File: src/rtl/ep_dma_pkg.sv
package ep_dma_pkg;

  // Control word field positions (software-visible layout)
  localparam int CTL_EN    = 0;
  localparam int CTL_DIR   = 1;
  localparam int CTL_MODE  = 2;
  localparam int CTL_IE    = 3;
  localparam int CTL_EP_LO = 4;
  localparam int CTL_BERR  = 8;
  localparam int CTL_BT_LO = 9;

  localparam logic [3:0] OFS_STAT = 4'h0;
  localparam logic [3:0] OFS_CTL  = 4'h4;
  localparam logic [3:0] OFS_ADR  = 4'h8;
  localparam logic [3:0] OFS_CNT  = 4'hC;

  typedef enum logic [1:0] {
    BT_SINGLE = 2'd0,
    BT_X4     = 2'd1,
    BT_X8     = 2'd2,
    BT_X16    = 2'd3
  } burst_e;

  function automatic logic [4:0] burst_beats(input logic [1:0] bt);
    case (burst_e'(bt))
      BT_X4:   burst_beats = 5'd4;
      BT_X8:   burst_beats = 5'd8;
      BT_X16:  burst_beats = 5'd16;
      default: burst_beats = 5'd1;
    endcase
  endfunction

endpackage

File: src/rtl/ep_dma_arb.sv
module ep_dma_arb #(
  parameter int N  = 8,
  localparam int W = $clog2(N)
) (
  input  logic [N-1:0] req,
  output logic [W-1:0] idx,
  output logic         any
);
  always_comb begin
    any = |req;
    idx = '0;
    for (int i = N - 1; i >= 0; i--) begin
      if (req[i]) idx = i[W-1:0];
    end
  end
endmodule

File: src/rtl/ep_dma_chan.sv
module ep_dma_chan
  import ep_dma_pkg::*;
#(
  parameter int PKT_WORDS = 16,
  localparam int PW = $clog2(PKT_WORDS + 1)
) (
  input  logic          clk,
  input  logic          rst_n,
  input  logic          wr_ctl,
  input  logic          wr_adr,
  input  logic          wr_cnt,
  input  logic [31:0]   wdata,
  input  logic          beat,
  input  logic          err,
  input  logic          self_busy,
  output logic [15:0]   ctl,
  output logic [31:0]   adr,
  output logic [31:0]   cnt,
  output logic [PW-1:0] pkt,
  output logic          evt
);
  logic [10:0]   ctl_q, ctl_d;
  logic [31:0]   adr_d, cnt_d;
  logic [PW-1:0] pkt_d;
  logic          done_c;

  assign done_c = ctl_q[CTL_EN] && !self_busy &&
                  ((cnt[31:2] == '0) ||
                   (!ctl_q[CTL_MODE] && pkt == PW'(PKT_WORDS)));
  assign evt = !wr_ctl && (err || (done_c && ctl_q[CTL_IE]));
  assign ctl = {5'b0, ctl_q};

  always_comb begin
    ctl_d = ctl_q;
    adr_d = adr;
    cnt_d = cnt;
    pkt_d = pkt;
    if (wr_ctl) begin
      ctl_d           = wdata[10:0];
      ctl_d[CTL_BERR] = 1'b0;
      pkt_d           = '0;
    end else begin
      if (err) begin
        ctl_d[CTL_BERR] = 1'b1;
        ctl_d[CTL_EN]   = 1'b0;
      end else if (beat) begin
        adr_d = adr + 32'd4;
        cnt_d = cnt - 32'd4;
        pkt_d = pkt + 1'b1;
      end
      if (done_c) ctl_d[CTL_EN] = 1'b0;
    end
    if (wr_adr) adr_d = wdata;
    if (wr_cnt) cnt_d = wdata;
  end

  always_ff @(posedge clk or negedge rst_n) begin
    if (!rst_n) begin
      ctl_q <= '0;
      adr   <= '0;
      cnt   <= '0;
      pkt   <= '0;
    end else begin
      ctl_q <= ctl_d;
      adr   <= adr_d;
      cnt   <= cnt_d;
      pkt   <= pkt_d;
    end
  end
endmodule

File: src/rtl/ep_dma_engine.sv
module ep_dma_engine
  import ep_dma_pkg::*;
#(
  parameter int          NCH       = 8,
  parameter int          AW        = 10,
  parameter logic [9:0]  BASE      = 10'h200,
  parameter int          PKT_WORDS = 16,
  localparam int         CHW       = $clog2(NCH),
  localparam int         SLOT_SH   = 4,
  localparam int         HI        = SLOT_SH + CHW,
  localparam int         PW        = $clog2(PKT_WORDS + 1)
) (
  input  logic          clk,
  input  logic          rst_n,
  input  logic          reg_wr,
  input  logic          reg_rd,
  input  logic [AW-1:0] reg_addr,
  input  logic [31:0]   reg_wdata,
  output logic [31:0]   reg_rdata,
  input  logic [15:0]   ep_req,
  output logic [15:0]   ep_ack,
  input  logic [31:0]   ep_rx_data,
  output logic [31:0]   ep_tx_data,
  output logic          mem_req,
  output logic          mem_write,
  output logic [31:0]   mem_addr,
  output logic [1:0]    mem_burst,
  output logic [31:0]   mem_wdata,
  input  logic [31:0]   mem_rdata,
  input  logic          mem_ready,
  input  logic          mem_err,
  output logic          irq
);
  logic [15:0]    ctl_a [NCH];
  logic [31:0]    adr_a [NCH];
  logic [31:0]    cnt_a [NCH];
  logic [PW-1:0]  pkt_a [NCH];
  logic [NCH-1:0] evt, elig;
  logic [NCH-1:0] pend, pend_d;
  logic           busy, busy_d;
  logic [CHW-1:0] act, act_d, gnt;
  logic [4:0]     beats_left, beats_d, len_c;
  logic           any_elig, win, rd_clr, abort_act, beat_ok, err_hit;
  logic [CHW-1:0] slot;
  logic [3:0]     ofs;

  // Register window decode
  assign win  = reg_addr[AW-1:HI] == BASE[AW-1:HI];
  assign slot = reg_addr[HI-1:SLOT_SH];
  assign ofs  = reg_addr[SLOT_SH-1:0];
  assign rd_clr = reg_rd && win && slot == '0 && ofs == OFS_STAT;

  always_comb begin
    reg_rdata = '0;
    if (win) begin
      case (ofs)
        OFS_STAT: if (slot == '0) reg_rdata = 32'(pend);
        OFS_CTL:  reg_rdata = {16'b0, ctl_a[slot]};
        OFS_ADR:  reg_rdata = adr_a[slot];
        OFS_CNT:  reg_rdata = cnt_a[slot];
        default:  reg_rdata = '0;
      endcase
    end
  end

  // Burst engine strobes
  assign abort_act = busy && reg_wr && win && slot == act && ofs == OFS_CTL;
  assign beat_ok   = busy && mem_ready && !mem_err && !abort_act;
  assign err_hit   = busy && mem_err && !abort_act;

  for (genvar g = 0; g < NCH; g++) begin : g_ch
    logic sel;
    assign sel = reg_wr && win && slot == CHW'(g);
    assign elig[g] = ctl_a[g][CTL_EN] && !ctl_a[g][CTL_BERR] &&
                     (cnt_a[g][31:2] != '0) &&
                     (ctl_a[g][CTL_MODE] || pkt_a[g] < PW'(PKT_WORDS)) &&
                     ep_req[ctl_a[g][CTL_EP_LO+:4]];
    ep_dma_chan #(.PKT_WORDS(PKT_WORDS)) u_chan (
      .clk       (clk),
      .rst_n     (rst_n),
      .wr_ctl    (sel && ofs == OFS_CTL),
      .wr_adr    (sel && ofs == OFS_ADR),
      .wr_cnt    (sel && ofs == OFS_CNT),
      .wdata     (reg_wdata),
      .beat      (beat_ok && act == CHW'(g)),
      .err       (err_hit && act == CHW'(g)),
      .self_busy (busy && act == CHW'(g)),
      .ctl       (ctl_a[g]),
      .adr       (adr_a[g]),
      .cnt       (cnt_a[g]),
      .pkt       (pkt_a[g]),
      .evt       (evt[g])
    );
  end

  ep_dma_arb #(.N(NCH)) u_arb (
    .req (elig),
    .idx (gnt),
    .any (any_elig)
  );

  // Length of the burst about to be granted
  always_comb begin
    logic [31:0] words;
    logic [PW:0] room;
    words = {2'b0, cnt_a[gnt][31:2]};
    room  = (PW+1)'(PKT_WORDS) - {1'b0, pkt_a[gnt]};
    len_c = burst_beats(ctl_a[gnt][CTL_BT_LO+:2]);
    if (words < 32'(len_c)) len_c = words[4:0];
    if (!ctl_a[gnt][CTL_MODE] && 32'(room) < 32'(len_c)) len_c = 5'(room);
  end

  always_comb begin
    busy_d  = busy;
    act_d   = act;
    beats_d = beats_left;
    if (busy) begin
      if (beat_ok) beats_d = beats_left - 5'd1;
      if (abort_act || err_hit || (beat_ok && beats_left == 5'd1)) busy_d = 1'b0;
    end else if (any_elig && !(reg_wr && win)) begin
      busy_d  = 1'b1;
      act_d   = gnt;
      beats_d = len_c;
    end
    pend_d = (rd_clr ? '0 : pend) | evt;
  end

  always_ff @(posedge clk or negedge rst_n) begin
    if (!rst_n) begin
      busy       <= 1'b0;
      act        <= '0;
      beats_left <= '0;
      pend       <= '0;
    end else begin
      busy       <= busy_d;
      act        <= act_d;
      beats_left <= beats_d;
      pend       <= pend_d;
    end
  end

  // Port side
  always_comb begin
    ep_ack = '0;
    if (beat_ok) ep_ack[ctl_a[act][CTL_EP_LO+:4]] = 1'b1;
  end

  assign mem_req    = busy;
  assign mem_addr   = adr_a[act];
  assign mem_write  = !ctl_a[act][CTL_DIR];
  assign mem_burst  = ctl_a[act][CTL_BT_LO+:2];
  assign mem_wdata  = ep_rx_data;
  assign ep_tx_data = mem_rdata;
  assign irq        = |pend;

endmodule

File: config.mk
export PLATFORM = sky130hd
export DESIGN_NAME = ep_dma_engine
export DESIGN_NICKNAME = d
export VERILOG_FILES = /design/src/rtl/ep_dma_pkg.sv /design/src/rtl/ep_dma_arb.sv /design/src/rtl/ep_dma_chan.sv /design/src/rtl/ep_dma_engine.sv
export SDC_FILE = /design/constraint.sdc
export NUM_CORES = 2
export LEC_CHECK = 0
export CAP_MARGIN = 20
export CORE_MARGIN = 5
export CORE_UTILIZATION = 56
export CTS_BUF_LIST = sky130_fd_sc_hd__clkbuf_8
export DETAILED_ROUTE_END_ITERATION = 7
export PLACE_DENSITY_LB_ADDON = 0.05
export SLEW_MARGIN = 25
export SYNTH_ARGS = -nofsm -noshare
export SYNTH_HDL_FRONTEND = slang
export SYNTH_SLANG_ARGS = --single-unit
File: constraint.sdc
create_clock -name clk -period 6.2 [get_ports clk]
set_clock_uncertainty 0.05 [all_clocks]
set_input_delay 1.55 -clock clk [delete_from_list [all_inputs] [get_ports clk]]
set_output_delay 1.55 -clock clk [all_outputs]
set_load 0.02 [all_outputs]
==> summary by stage <==
Synth
The synthesized cell area is 43800 um2. The commonest cells after synthesis are 657 x sky130_fd_sc_hd__dfrtp_1, 650 x sky130_fd_sc_hd__nand2_1, 546 x sky130_fd_sc_hd__nor2_1. Yosys attributes the largest share of cell area to sky130_fd_sc_hd__dfrtp_1 37%, sky130_fd_sc_hd__mux4_2 14%, sky130_fd_sc_hd__nand2_1 5.6%. Among all cell types in the netlist, the one instantiated most often is sky130_fd_sc_hd__dfrtp_1.

For this run, the leading register cell type out of synthesis is sky130_fd_sc_hd__dfrtp_1. The library cell occupying the most area in the post-synthesis netlist is sky130_fd_sc_hd__dfrtp_1. For this run, the register share of the synthesized area comes to 37.5%. The net count after synthesis is just under 5k.

The number of instances in the synthesized netlist is approximately 4.6k. The synthesized design contains 0 enable-type register cells. The number of different library cells used by synthesis comes to 96. After synthesis, the share of flip-flops with an asynchronous set or reset is 100%. The Yosys step of the flow raised 0 warnings. Of the post-synthesis cell area, the dominant cell type holds a little under two fifths. The synthesis-stage register bit count is 657.

The mean instance size in the synthesized netlist is 9.44 um2.

Critical path
The slack of the worst reg-to-reg path is -0.21 ns. The worst setup path is captured at a flop. The buffering stage count on the worst path with inverters included is 4. The family with the most delay on the worst path is compound AO/OA/AOI/OAI gates.

The critical path is of the input port to flop type. The required time at the worst-slack endpoint is 6.78 ns. In this run the number of cells on the critical path is 29. The worst setup path is launched from an input port. The library cell contributing the largest single delay on the critical path is sky130_fd_sc_hd__mux4_2. The count of cells along the worst register-to-register path is 27. The largest single stage delay on the critical path is ~0.54 ns. At the worst endpoint, the arrival time is 7.14 ns. Of all nets on the critical path, the largest fanout is 8.

Power and ir drop
The analysis attributes to cell leakage a power of about 22 nW. The maximum VDD drop is about 0.00018 V. The total power divided by cell area is 218 nW/um2.

Timing
The setup-violating endpoint count in the final report is 5. The sum of negative setup slack is -1.36 ns. The actual transition at the worst max-transition pin is 1.10 ns.

The smallest hold slack is 0.429 ns. The number of slew-limit violations in the final report was 0. Subtracting the final worst setup slack from the clock period gives 6.56 ns.

The part of the cycle the worst path needs is 106%. The final hold violation count came to 0. The remaining max-slew budget at the tightest pin is roughly a quarter.

The highest clock rate is between 0.15 and 0.2 GHz. Setup repair after global routing could not meet its margin everywhere. In the post-route analysis, the smallest setup slack over all paths is -0.361 ns.

Clock tree
CTS placed an instance of sky130_fd_sc_hd__clkbuf_8 at the clock tree root. The insertion delay of the later-clocked pin in the worst-skew pair is 0.76 ns. The clock passes through at most 3 buffers. TritonCTS built the clock tree.

Clock tree synthesis found a total of 657 sinks. The CTS clock-pin slew for the worst setup and hold paths is 0.06 ns. The H-tree was split into 3 levels. TritonCTS created 116 clock buffers. The hold-fix buffer count after cts is 0.

Floorplanning
The height of the die is 290 um. Once the floorplan was initialized, standard cells occupied 56.5% of the core. The count of standard-cell rows is between 100 and 150.

Pin placement for this block handled 277 I/O pins. The area of the core is 77600 um2. The die is 290 um wide. The die covers 84000 um2.

Global route
The number of antenna violations at the first check in global routing is 3. For this run, the total global-route usage over all layers was measured as between 30% and 40%. Entering global routing, the biggest net connects between 100 and 150 pins. The via count of the first global-routing pass is about 38k. The first global-routing pass estimated 237 mm of wire. Summed over all layers, the global routing overflow is 0.

Detailed routing
The routed design has 157 mm of wire. The routed via count divided by cell count is 6.32. The average wire per cell in the routed design is 25.6 um. The number of detailed-routing iterations run before antenna repair is 6. The number of DRC violations after detailed routing is 0.

In this run, the number of DRC markers left after iteration 0 of detailed routing was 4763. In this run the remaining antenna-violating nets after routing total 0. The routed layout has ~39k vias.

Status
The flow ran to the end, but the final reports show violations. The final reports fail on negative setup slack.

Place
The number of I/O port buffers is 148. After legalization and detailed placement, the total HPWL measured 118 mm. The congestion estimate from routability-driven global placement came to 0.987.

Cells and area
The area growth from synthesis to layout is 17.5%. The ratio of cells with drive above 1 in the final layout is between 20 and 25%. Cells fill 66.4% of the core in the end. The post-layout net count is 5153.

Job
Max-cap violations in this run came to 0.

Hold path
The min-delay analysis places its worst path in the category flop to flop. Along the worst hold path, the cell count comes to 2.
-- through the flow --
stage | total power [W] | worst slack, ns | instance area (um2) | cells
2_1_floorplan | 0.00582 | -0.785 | 43900 | 4645
3_3_place_gp | 0.00681 | -1.70 | 48500 | 5883
3_5_place_dp | 0.00682 | -1.72 | 48600 | 5885
4_1_cts | 0.0112 | -0.259 | 51400 | 6103
5_1_grt | 0.0116 | -0.510 | 51500 | 6114
6_report | 0.0112 | -0.361 | 51500 | 6116
-- kinds of logic (layout without fill, tap and decap cells) --
group           Yosys count  in the layout  share of synthesized area, %
simple gates           1815           1815                          19.0
flops                   657            657                          37.5
compound gates          743            743                          9.75
fa+ha+maj                44             44                          1.26
buf+inv                 443            871                          4.42
xor+xnor                489            489                          9.77
other cells               0              3                             0
mux                     454            454                          18.3
-- worst min-delay path: stages, from the launching register on --
cell and delay, ns:
sky130_fd_sc_hd__dfrtp_1 0.34, sky130_fd_sc_hd__nand2_1 0.05, sky130_fd_sc_hd__nand2_1 0.06
-- timing repair --
item                       4_1_cts  5_1_grt
buffers inserted                 8       11
gates resized for setup        125       23
pin swaps                       23       29
setup endpoints to repair        5        5
-- metal layers --
| layer | GRT usage (%) | share of wire [%] | vias up |
|---|---|---|---|
| met5 | 0 | 0.0083 | - |
| met4 | 10.4 | 3.3 | 2 |
| met3 | 9.11 | 11 | 319 |
| met2 | 54.6 | 44 | 1870 |
| met1 | 53.5 | 42 | 19320 |
| li1 | - | - | 17165 |
-- power breakdown --
group / switching [W] / internal (W) / total [W]
Combinational: 0.00118 / 0.000943 / 0.00213
Clock: 0.00197 / 0.00242 / 0.00439
Sequential: 0.000227 / 0.00448 / 0.00471
Total: 0.00339 / 0.00784 / 0.0112
-- sequential cells by signal, indices dropped and copies added (netlist names) --
| signal | count |
|---|---|
| g_ch.u_chan.pkt | 40 |
| g_ch.u_chan.cnt | 256 |
| g_ch.u_chan.ctl_q | 88 |
| act | 3 |
| beats_left | 5 |
| pend | 8 |
| g_ch.u_chan.adr | 256 |
| mem_req | 1 |
-- final cells by class --
class	instances	area (um2)
sequential	657	16500
tap	1040	1300
antenna	3	7.51
timing repair buffer	585	5130
fill	6420	26100
clock inverter	57	412
inverter	76	285
multi-input combinational	3545	25800
clock buffer	153	2110
-- cell usage in the layout, fill, tap and decap left out, types with 23 or more instances in the layout --
master	count
sky130_fd_sc_hd__dfrtp_1	654
sky130_fd_sc_hd__nand2_1	643
sky130_fd_sc_hd__nor2_1	534
sky130_fd_sc_hd__buf_4	396
sky130_fd_sc_hd__a21oi_1	288
sky130_fd_sc_hd__mux4_2	267
sky130_fd_sc_hd__o21ai_0	264
sky130_fd_sc_hd__xnor2_1	248
sky130_fd_sc_hd__xor2_1	241
sky130_fd_sc_hd__clkbuf_8	153
sky130_fd_sc_hd__clkdlybuf4s50_1	122
sky130_fd_sc_hd__mux2_2	116
sky130_fd_sc_hd__nor3_1	111
sky130_fd_sc_hd__nand3_1	107
sky130_fd_sc_hd__inv_1	104
sky130_fd_sc_hd__and3_1	65
sky130_fd_sc_hd__nor4_1	63
sky130_fd_sc_hd__mux2i_1	63
sky130_fd_sc_hd__nand4_1	58
sky130_fd_sc_hd__a221oi_1	47
sky130_fd_sc_hd__or3_1	43
sky130_fd_sc_hd__ha_1	43
sky130_fd_sc_hd__buf_6	32
sky130_fd_sc_hd__nand2b_1	29
sky130_fd_sc_hd__or4_1	26
sky130_fd_sc_hd__buf_12	23
-- worst paths after layout --
check | from | end
max in group asynchronous | rst_n | g_ch[7].u_chan.adr[1]
max | ep_req[7] | beats_left[2]
max reg2reg | g_ch[7].u_chan.cnt[9] | beats_left[2]
min | g_ch[3].u_chan.cnt[1] | g_ch[3].u_chan.cnt[1]
min in group asynchronous | rst_n | g_ch[0].u_chan.pkt[0]
min reg2reg | g_ch[3].u_chan.cnt[1] | g_ch[3].u_chan.cnt[1]
Note: power is estimated with default switching activity, not from simulation.
